===== src/rtl/gpio16_pkg.sv =====
package gpio16_pkg;

  localparam int unsigned ADDR_W = 8;
  localparam int unsigned DATA_W = 32;

  localparam logic [ADDR_W-1:0] OFS_VER      = 8'h00;
  localparam logic [ADDR_W-1:0] OFS_CFG      = 8'h10;
  localparam logic [ADDR_W-1:0] OFS_SST      = 8'h14;
  localparam logic [ADDR_W-1:0] OFS_PEND     = 8'h18;
  localparam logic [ADDR_W-1:0] OFS_IEN      = 8'h1C;
  localparam logic [ADDR_W-1:0] OFS_WKEN     = 8'h28;
  localparam logic [ADDR_W-1:0] OFS_DIN      = 8'h2C;
  localparam logic [ADDR_W-1:0] OFS_DOUT     = 8'h30;
  localparam logic [ADDR_W-1:0] OFS_DIR      = 8'h34;
  localparam logic [ADDR_W-1:0] OFS_TRLO     = 8'h38;
  localparam logic [ADDR_W-1:0] OFS_TRHI     = 8'h3C;
  localparam logic [ADDR_W-1:0] OFS_IEN_CLR  = 8'h9C;
  localparam logic [ADDR_W-1:0] OFS_WKEN_CLR = 8'hA8;
  localparam logic [ADDR_W-1:0] OFS_DOUT_CLR = 8'hB0;
  localparam logic [ADDR_W-1:0] OFS_IEN_SET  = 8'hDC;
  localparam logic [ADDR_W-1:0] OFS_WKEN_SET = 8'hE8;
  localparam logic [ADDR_W-1:0] OFS_DOUT_SET = 8'hF0;

  // per-pin trigger field: bit0 = falling, bit1 = rising
  typedef enum logic [1:0] {
    TRIG_NONE = 2'b00,
    TRIG_FALL = 2'b01,
    TRIG_RISE = 2'b10,
    TRIG_BOTH = 2'b11
  } trig_e;

  function automatic logic is_mapped(input logic [ADDR_W-1:0] a);
    case (a)
      OFS_VER, OFS_CFG, OFS_SST, OFS_PEND, OFS_IEN, OFS_WKEN, OFS_DIN,
      OFS_DOUT, OFS_DIR, OFS_TRLO, OFS_TRHI, OFS_IEN_CLR, OFS_WKEN_CLR,
      OFS_DOUT_CLR, OFS_IEN_SET, OFS_WKEN_SET, OFS_DOUT_SET: return 1'b1;
      default: return 1'b0;
    endcase
  endfunction

endpackage


===== src/rtl/gpio16_sync.sv =====
module gpio16_sync #(
  parameter int unsigned W      = 16,
  parameter int unsigned STAGES = 2
) (
  input  logic         clk,
  input  logic         rst_n,
  input  logic [W-1:0] d,
  output logic [W-1:0] q
);

  logic [STAGES-1:0][W-1:0] stage_q;

  always_ff @(posedge clk or negedge rst_n) begin
    if (!rst_n) begin
      stage_q <= '0;
    end else begin
      stage_q[0] <= d;
      for (int s = 1; s < STAGES; s++) begin
        stage_q[s] <= stage_q[s-1];
      end
    end
  end

  assign q = stage_q[STAGES-1];

endmodule


===== src/rtl/gpio16_edge.sv =====
module gpio16_edge
  import gpio16_pkg::*;
#(
  parameter int unsigned N_PINS = 16
) (
  input  logic                  clk,
  input  logic                  rst_n,
  input  logic [N_PINS-1:0]     level,
  input  logic [2*N_PINS-1:0]   trig,
  output logic [N_PINS-1:0]     hit
);

  logic [N_PINS-1:0] prev_q;

  always_ff @(posedge clk or negedge rst_n) begin
    if (!rst_n) prev_q <= '0;
    else        prev_q <= level;
  end

  for (genvar i = 0; i < N_PINS; i++) begin : g_pin
    trig_e mode;
    logic  rise_en, fall_en, rose, fell;

    assign mode    = trig_e'(trig[2*i +: 2]);
    assign rise_en = (mode == TRIG_RISE) || (mode == TRIG_BOTH);
    assign fall_en = (mode == TRIG_FALL) || (mode == TRIG_BOTH);
    assign rose    =  level[i] & ~prev_q[i];
    assign fell    = ~level[i] &  prev_q[i];
    assign hit[i]  = (rise_en & rose) | (fall_en & fell);
  end

endmodule


===== src/rtl/gpio16_regs.sv =====
module gpio16_regs
  import gpio16_pkg::*;
#(
  parameter int unsigned N_PINS    = 16,
  parameter int unsigned CFG_W     = 8,
  parameter int unsigned VER_MAJOR = 2,
  parameter int unsigned VER_MINOR = 1
) (
  input  logic                clk,
  input  logic                rst_n,
  input  logic                wr_en,
  input  logic [ADDR_W-1:0]   addr,
  input  logic [DATA_W-1:0]   wdata,
  input  logic [N_PINS-1:0]   hit,
  input  logic [N_PINS-1:0]   din,
  output logic [DATA_W-1:0]   rdata,
  output logic [N_PINS-1:0]   dir_q,
  output logic [N_PINS-1:0]   dout_q,
  output logic [N_PINS-1:0]   ien_q,
  output logic [N_PINS-1:0]   wken_q,
  output logic [N_PINS-1:0]   pend_q,
  output logic [2*N_PINS-1:0] trig_q
);

  localparam int unsigned HALF = N_PINS / 2;
  localparam int unsigned TW   = 2 * HALF;
  localparam logic [7:0]  VER_BYTE = {4'(VER_MAJOR), 4'(VER_MINOR)};

  logic [TW-1:0]     trlo_q, trhi_q;
  logic [CFG_W-1:0]  cfg_q;
  logic              ready_q;
  logic [N_PINS-1:0] wbits;
  logic [N_PINS-1:0] pend_clr;
  logic              wdata_unused;

  assign wbits        = wdata[N_PINS-1:0];
  assign wdata_unused = ^wdata[DATA_W-1:N_PINS];
  assign pend_clr     = (wr_en && addr == OFS_PEND) ? wbits : '0;

  always_ff @(posedge clk or negedge rst_n) begin
    if (!rst_n) begin
      dir_q   <= '1;
      dout_q  <= '0;
      ien_q   <= '0;
      wken_q  <= '0;
      pend_q  <= '0;
      trlo_q  <= '0;
      trhi_q  <= '0;
      cfg_q   <= '0;
      ready_q <= 1'b0;
    end else begin
      ready_q <= 1'b1;
      // a fresh edge outranks a same-cycle clear
      pend_q  <= (pend_q & ~pend_clr) | hit;
      if (wr_en) begin
        case (addr)
          OFS_CFG:      cfg_q  <= wdata[CFG_W-1:0];
          OFS_IEN:      ien_q  <= wbits;
          OFS_IEN_SET:  ien_q  <= ien_q | wbits;
          OFS_IEN_CLR:  ien_q  <= ien_q & ~wbits;
          OFS_WKEN:     wken_q <= wbits;
          OFS_WKEN_SET: wken_q <= wken_q | wbits;
          OFS_WKEN_CLR: wken_q <= wken_q & ~wbits;
          OFS_DOUT:     dout_q <= wbits;
          OFS_DOUT_SET: dout_q <= dout_q | wbits;
          OFS_DOUT_CLR: dout_q <= dout_q & ~wbits;
          OFS_DIR:      dir_q  <= wbits;
          OFS_TRLO:     trlo_q <= wdata[TW-1:0];
          OFS_TRHI:     trhi_q <= wdata[TW-1:0];
          default: ;
        endcase
      end
    end
  end

  assign trig_q = {trhi_q, trlo_q};

  always_comb begin
    rdata = '0;
    case (addr)
      OFS_VER:                             rdata[7:0]        = VER_BYTE;
      OFS_CFG:                             rdata[CFG_W-1:0]  = cfg_q;
      OFS_SST:                             rdata[0]          = ready_q;
      OFS_PEND:                            rdata[N_PINS-1:0] = pend_q;
      OFS_IEN, OFS_IEN_SET, OFS_IEN_CLR:   rdata[N_PINS-1:0] = ien_q;
      OFS_WKEN, OFS_WKEN_SET, OFS_WKEN_CLR: rdata[N_PINS-1:0] = wken_q;
      OFS_DIN:                             rdata[N_PINS-1:0] = din;
      OFS_DOUT, OFS_DOUT_SET, OFS_DOUT_CLR: rdata[N_PINS-1:0] = dout_q;
      OFS_DIR:                             rdata[N_PINS-1:0] = dir_q;
      OFS_TRLO:                            rdata[TW-1:0]     = trlo_q;
      OFS_TRHI:                            rdata[TW-1:0]     = trhi_q;
      default:                             rdata             = '0;
    endcase
  end

endmodule


===== src/rtl/gpio16_bank.sv =====
module gpio16_bank
  import gpio16_pkg::*;
#(
  parameter int unsigned N_PINS      = 16,
  parameter int unsigned SYNC_STAGES = 2,
  parameter int unsigned CFG_W       = 8,
  parameter int unsigned VER_MAJOR   = 2,
  parameter int unsigned VER_MINOR   = 1
) (
  input  logic              clk,
  input  logic              rst_n,
  input  logic [7:0]        bus_addr,
  input  logic              bus_wr,
  input  logic [31:0]       bus_wdata,
  output logic [31:0]       bus_rdata,
  input  logic [N_PINS-1:0] pin_in,
  output logic [N_PINS-1:0] pin_out,
  output logic [N_PINS-1:0] pin_oe,
  output logic              irq,
  output logic              wake
);

  logic [N_PINS-1:0]   pin_lvl;
  logic [N_PINS-1:0]   hit;
  logic [N_PINS-1:0]   dir, dout, ien, wken, pend;
  logic [2*N_PINS-1:0] trig;

  gpio16_sync #(.W(N_PINS), .STAGES(SYNC_STAGES)) u_sync (
    .clk   (clk),
    .rst_n (rst_n),
    .d     (pin_in),
    .q     (pin_lvl)
  );

  gpio16_edge #(.N_PINS(N_PINS)) u_edge (
    .clk   (clk),
    .rst_n (rst_n),
    .level (pin_lvl),
    .trig  (trig),
    .hit   (hit)
  );

  gpio16_regs #(
    .N_PINS(N_PINS), .CFG_W(CFG_W), .VER_MAJOR(VER_MAJOR), .VER_MINOR(VER_MINOR)
  ) u_regs (
    .clk    (clk),
    .rst_n  (rst_n),
    .wr_en  (bus_wr),
    .addr   (bus_addr),
    .wdata  (bus_wdata),
    .hit    (hit),
    .din    (pin_lvl),
    .rdata  (bus_rdata),
    .dir_q  (dir),
    .dout_q (dout),
    .ien_q  (ien),
    .wken_q (wken),
    .pend_q (pend),
    .trig_q (trig)
  );

  assign pin_out = dout;
  assign pin_oe  = ~dir;
  assign irq     = |(pend & ien);
  assign wake    = |(pend & wken);

endmodule


===== config.mk =====
export PLATFORM = sky130hd
export DESIGN_NAME = gpio16_bank
export DESIGN_NICKNAME = d
export VERILOG_FILES = /design/src/rtl/gpio16_pkg.sv /design/src/rtl/gpio16_sync.sv /design/src/rtl/gpio16_edge.sv /design/src/rtl/gpio16_regs.sv /design/src/rtl/gpio16_bank.sv
export SDC_FILE = /design/constraint.sdc
export NUM_CORES = 1
export LEC_CHECK = 0
export BUFFER_PORTS_ARGS = -buffer_cell sky130_fd_sc_hd__buf_4
export CORE_UTILIZATION = 50
export CTS_BUF_LIST = sky130_fd_sc_hd__clkbuf_4
export DETAILED_ROUTE_END_ITERATION = 10
export MAX_ROUTING_LAYER = met4
export PLACE_DENSITY = 0.71
export SLEW_MARGIN = 5
export SYNTH_ARGS = -nofsm -noshare
export SYNTH_HDL_FRONTEND = slang
export SYNTH_SLANG_ARGS = --single-unit

===== constraint.sdc =====
create_clock -name clk -period 5.21 [get_ports clk]
set_input_delay 1.042 -clock clk [delete_from_list [all_inputs] [get_ports clk]]
set_output_delay 1.042 -clock clk [all_outputs]
set_load 0.05 [all_outputs]

Word level (Yosys, flattened, before mapping)

Index checks and enable logic that the tools add are counted.

Output and inout bits: 66
Register bits after elaboration: 169

Bitwise logic cells: 125
Reduce and logical (&&, ||, !) cells: 49
Multiplexer cells: 7
Equal/unequal tests: 64

Operators with widths:

| operator             | number |
|---|---|
| $pmux W16 S3         | 3 |
| $and A16 B16 Y16     | 6 |
| $pmux W7 S10         | 1 |
| $and A1 B1 Y1        | 64 |
| $eq A2 B2 Y1 const B | 32 |
| $or A16 B16 Y16      | 4 |
| $pmux W8 S8          | 1 |
| $eq A8 B6 Y1 const B | 6 |
| $eq A8 B8 Y1 const B | 6 |
| $not A16 Y16         | 3 |
| $eq A2 B1 Y1 const B | 16 |
| $eq A8 B5 Y1 const B | 4 |
| $logic_or A1 B1 Y1   | 32 |
| $not A1 Y1           | 32 |
| $reduce_or A16 Y1    | 2 |
| $mux W16             | 1 |
| $or A1 B1 Y1         | 16 |
| $reduce_and A2 Y1    | 7 |
| $pmux W1 S11         | 1 |
| $reduce_bool A3 Y1   | 3 |
| $reduce_or A3 Y1     | 3 |
| $logic_not A8 Y1     | 1 |
| $logic_and A1 B1 Y1  | 1 |

Depth between registers and ports, before layout

Word-level depth: 6
Gate-level depth with buffers: 8
Depth with buffers taken out: 4

Modules after synthesis

A second synthesis with hierarchy kept.

Cell total of the unflattened synthesis: 703
Area, all modules: 8196.6 um2

Modules (own cells, without submodules):

| module      | area each (um2) | cells each | instances | sequential area each (um2) |
|---|---|---|---|---|
| gpio16_regs | 6292.3          | 557        | 1         | 3047.9 |
| gpio16_sync | 920.9           | 48         | 1         | 800.8 |
| gpio16_edge | 720.7           | 64         | 1         | 400.4 |
| gpio16_bank | 262.8           | 34         | 1         | 0.0 |

Worst setup path before layout

OpenSTA, ideal clock, no wires.

Kind: input port to output port
Start: in bus_addr[7]
End: out bus_rdata[7]
Arrival: 2.987 ns
Path slack: 1.181 ns
Stages: 6
Required time: 4.168 ns
Cells stage by stage: buf_2 buf_1 nor3b_1 a22oi_1 o21a_1 o221ai_1

Word-level cells in the longest chain between the ends: 3

Ends and longest elaborated chain:

| element                                    | line              | text |
|---|---|---|
| start: declaration                         | gpio16_bank.sv:12 | `input logic [7:0] bus_addr,` |
| $eq A8 B6 Y1, or another cell as far along | gpio16_regs.sv:80 | `case (addr)` |
| $reduce_or A3 Y1                           | gpio16_regs.sv:80 |  |
| $pmux W7 S10 (*)                           | gpio16_regs.sv:80 |  |
| end: declaration                           | gpio16_bank.sv:15 | `output logic [31:0] bus_rdata,` |

Every way passes the cells marked *; elsewhere a longest branch is shown, timed or not.

Worst setup path in the final report

Start: in bus_addr[5]
End: out bus_rdata[12]

Word-level cells in the longest chain between the ends: 3

Ends and longest elaborated chain:

| element                                    | line |
|---|---|
| $eq A8 B6 Y1, or another cell as far along | gpio16_regs.sv:80 |
| $reduce_or A3 Y1                           | gpio16_regs.sv:80 |
| $pmux W8 S8 (*)                            | gpio16_regs.sv:80 |

Marks and branches as above.

==> impl_results.md <==
* Critical R2R Launch: u_regs.ien_q[14]
* Drt first pass iters at 7
* Met2 Usage GRT at 46.2%
* Avg Cell Area, Syn at 11.2 sq um
* Outcome: finished clean
* Total GRT Usage at 32.0%
* Drc violations at 0
* Final wirelength at 26000 um
* Global route hottest layer: met2
* Clk slew on worst S/H paths at roughly 0.12 ns
* Placed Area at 0.00907 sq mm
* Setup ws final at 0.992 ns
* Most frequent cells in the layout: 153 x dfrtp_1, 101 x buf_4, 54 x a22o_1
* WHS at 0.363 ns
* Worst-Skew Late Latency at 0.58 ns
* Tot Pwr at 2.98 mW
* Routed length per instance at 25.1 um
* Crit. End Element: output pin
* Final antenna-violating net count at 0
* Post-CTS setup buffer count at 0
* Ys async rst share at 100%
* Slew Viols, Final at 0
* Yosys reg bits at 169
* Num CTS Buffers at 17
* First-pass GRT wire length at 40000 um
* Share of layout cells above drive strength 1 at a little over a quarter
* Tmin final at 4.22 ns
* Final Hold Viols at 0
* Core box area at 0.0165 sq mm
* IO Count at around 130
* DIE AREA at 0.0173 sq mm
* H-tree levels at 4
* Area Overhead vs Synth at 11.7%
* Chip Height at about 130 um
* Worst Skew at 0.0182 ns
* CP required at 4.17 ns
* Sequential Area at 0.00425 sq mm
* Met1 Use GR at about 45%
* Worst setup path startpoint: bus_addr[5]
* Vias in the first global route at between 6000 and 7000
* HPWL after detailed placement at between 15000 and 20000 um
* CTS tree: done
* Initial antenna violation count at 1
* Max Root-Sink Buffers at 2
* YS warnings at 0
* Die width at ~130 um
* Drt initial violations at 719
* # fillers at 1426
* Placed Cells incl. Taps at around 1000
* Layout Cell Area excl Fill at 0.00938 sq mm
* WS Path Type: in -> out
* Post-Layout Cell Count at ~1000
* Sink Count at 169
* Seq/Total Area, Yosys at 50.6%
* Pre-CTS setup slack at 1.07 ns
* Max_cap viols at 0
* Setup Viol. Count Final at 0
* Via density per instance at 6.58
* Commonest non-fill, non-tap cell in the layout: dfrtp_1
* Placer Congestion at ~0.97
* VDD IR max at 0.000175 V
* Pin count of the biggest net entering global routing at approximately 110
* Post-synth EDFFs at 0
* Distinct cell type count after synthesis at slightly above 60
* GR Util met3 at 7.21%
* I/O Buffers at between 90 and 100
* Cell Area, Synth at 0.00840 sq mm
* Total number of vias at about 7000
* Leak at between 4 and 5 nW
* Slew margin rel. at approximately a quarter
* RSZ-0062 raised after global routing: false
* Hold Path Class: reg -> reg
* Highest Clock Rate at 237 MHz
* Gr ovfl total at 0
* Worst hold start: u_sync.stage_q[7]
* Cts repair resizes at 0
* Power per cell area at approximately 320 mW/mm^2
* Crit-path max FO at 55
* Syn Inst Count at 747
* Crit path arrival time at about 3.2 ns
* Row count at between 40 and 50
* Final period util at 81.0%
* Starting Density at 51.0%
* Multi-input logic area at 0.00370 sq mm
* Top FF cell, synth: dfrtp_1
* Hold-fix buffers, CTS at 0
* Worst-Margin Slew at 1.12 ns
* CTS Root Cell: clkbuf_4
* Nets@finish at 862
* Final Util at 57.0%
* CP Launch Type: input port
* Setup TNS Final at 0 ns
==> power breakdown <==
part           total (mW)  switching, mW  internal (mW)  leakage, nW
combinational       0.539          0.336          0.203         1.78
sequential           1.62          0.175           1.44         2.13
clock               0.823          0.482          0.341        0.159
==> registers in the layout, summed over array words and instances (netlist names) <==
signal and cells:
u_regs.trhi_q 16, u_edge.prev_q 16, u_sync.q 16, u_regs.trlo_q 16, u_regs.dir_q 16, u_regs.ien_q 16, u_sync.stage_q 16, u_regs.cfg_q 8
u_regs.pend_q 16, u_regs.ready_q 1, u_regs.wken_q 16, u_regs.dout_q 16
==> cell families after synthesis <==
| group | share of synthesized area, % |
|---|---|
| compound gates | 21.9 |
| xor+xnor | 0.104 |
| buf+inv | 6.00 |
| flops | 50.6 |
| mux | 9.35 |
| other cells | 0.0894 |
| simple gates | 12.0 |
==> critical path, stage by stage <==
cell and delay, ns:
buf_4 0.49, and4bb_1 0.50, and3_1 0.54, a22oi_1 0.22, nand3_1 0.15, buf_4 0.21
==> area by class of cell <==
type | instances | share of cell area (%)
clock inverters | 14 | 1.81
multi-input cells | 493 | 39.5
inverters | 20 | 0.800
well taps | 220 | 2.93
clock buffers | 18 | 1.44
flip-flops and latches | 169 | 45.3
repair buffers | 102 | 8.20
diodes | 1 | 0.0267
==> routing by layer <==
layer | share of wire (%) | vias to the layer above
li1 | - | 2910
met1 | 43 | 3436
met2 | 45 | 411
met3 | 9.4 | 70
met4 | 2.9 | 0
met5 | 0 | -
==> worst paths after layout <==
kind	end	slack, ns	cells past startpoint
max in group asynchronous	u_regs.dir_q[8]	3.51	2
worst max register to register	u_regs.ien_q[14]	4.15	2
worst max-delay path	bus_rdata[12]	0.99	6
worst min-delay path	u_sync.q[7]	0.36	0
min in group asynchronous	u_regs.dout_q[11]	0.54	1
worst min register to register	u_sync.q[7]	0.36	0
==> synth_stat cells, types with 10 or more instances <==
| cell type | number | area share (%) |
|---|---|---|
| buf_4 | 17 | 1.5 |
| dfstp_2 | 16 | 5.0 |
| o22ai_1 | 14 | 1.0 |
| a221o_1 | 14 | 1.7 |
| mux2_2 | 43 | 5.8 |
| nand3_1 | 16 | 0.95 |
| nand2_1 | 48 | 2.1 |
| mux2_1 | 25 | 3.4 |
| a21o_1 | 18 | 1.6 |
| o21ai_1 | 16 | 0.95 |
| o21ai_2 | 10 | 1.0 |
| nor2_1 | 10 | 0.45 |
| buf_2 | 19 | 1.1 |
| o21ai_0 | 35 | 2.1 |
| nor3b_1 | 12 | 1.1 |
| a22o_1 | 54 | 5.6 |
| inv_1 | 20 | 0.89 |
| a32oi_1 | 12 | 1.3 |
| a22oi_1 | 29 | 2.6 |
| nand3b_1 | 20 | 1.8 |
| clkbuf_1 | 36 | 1.6 |
| dfrtp_1 | 153 | 46 |
Power figures use the tool's default switching activity.
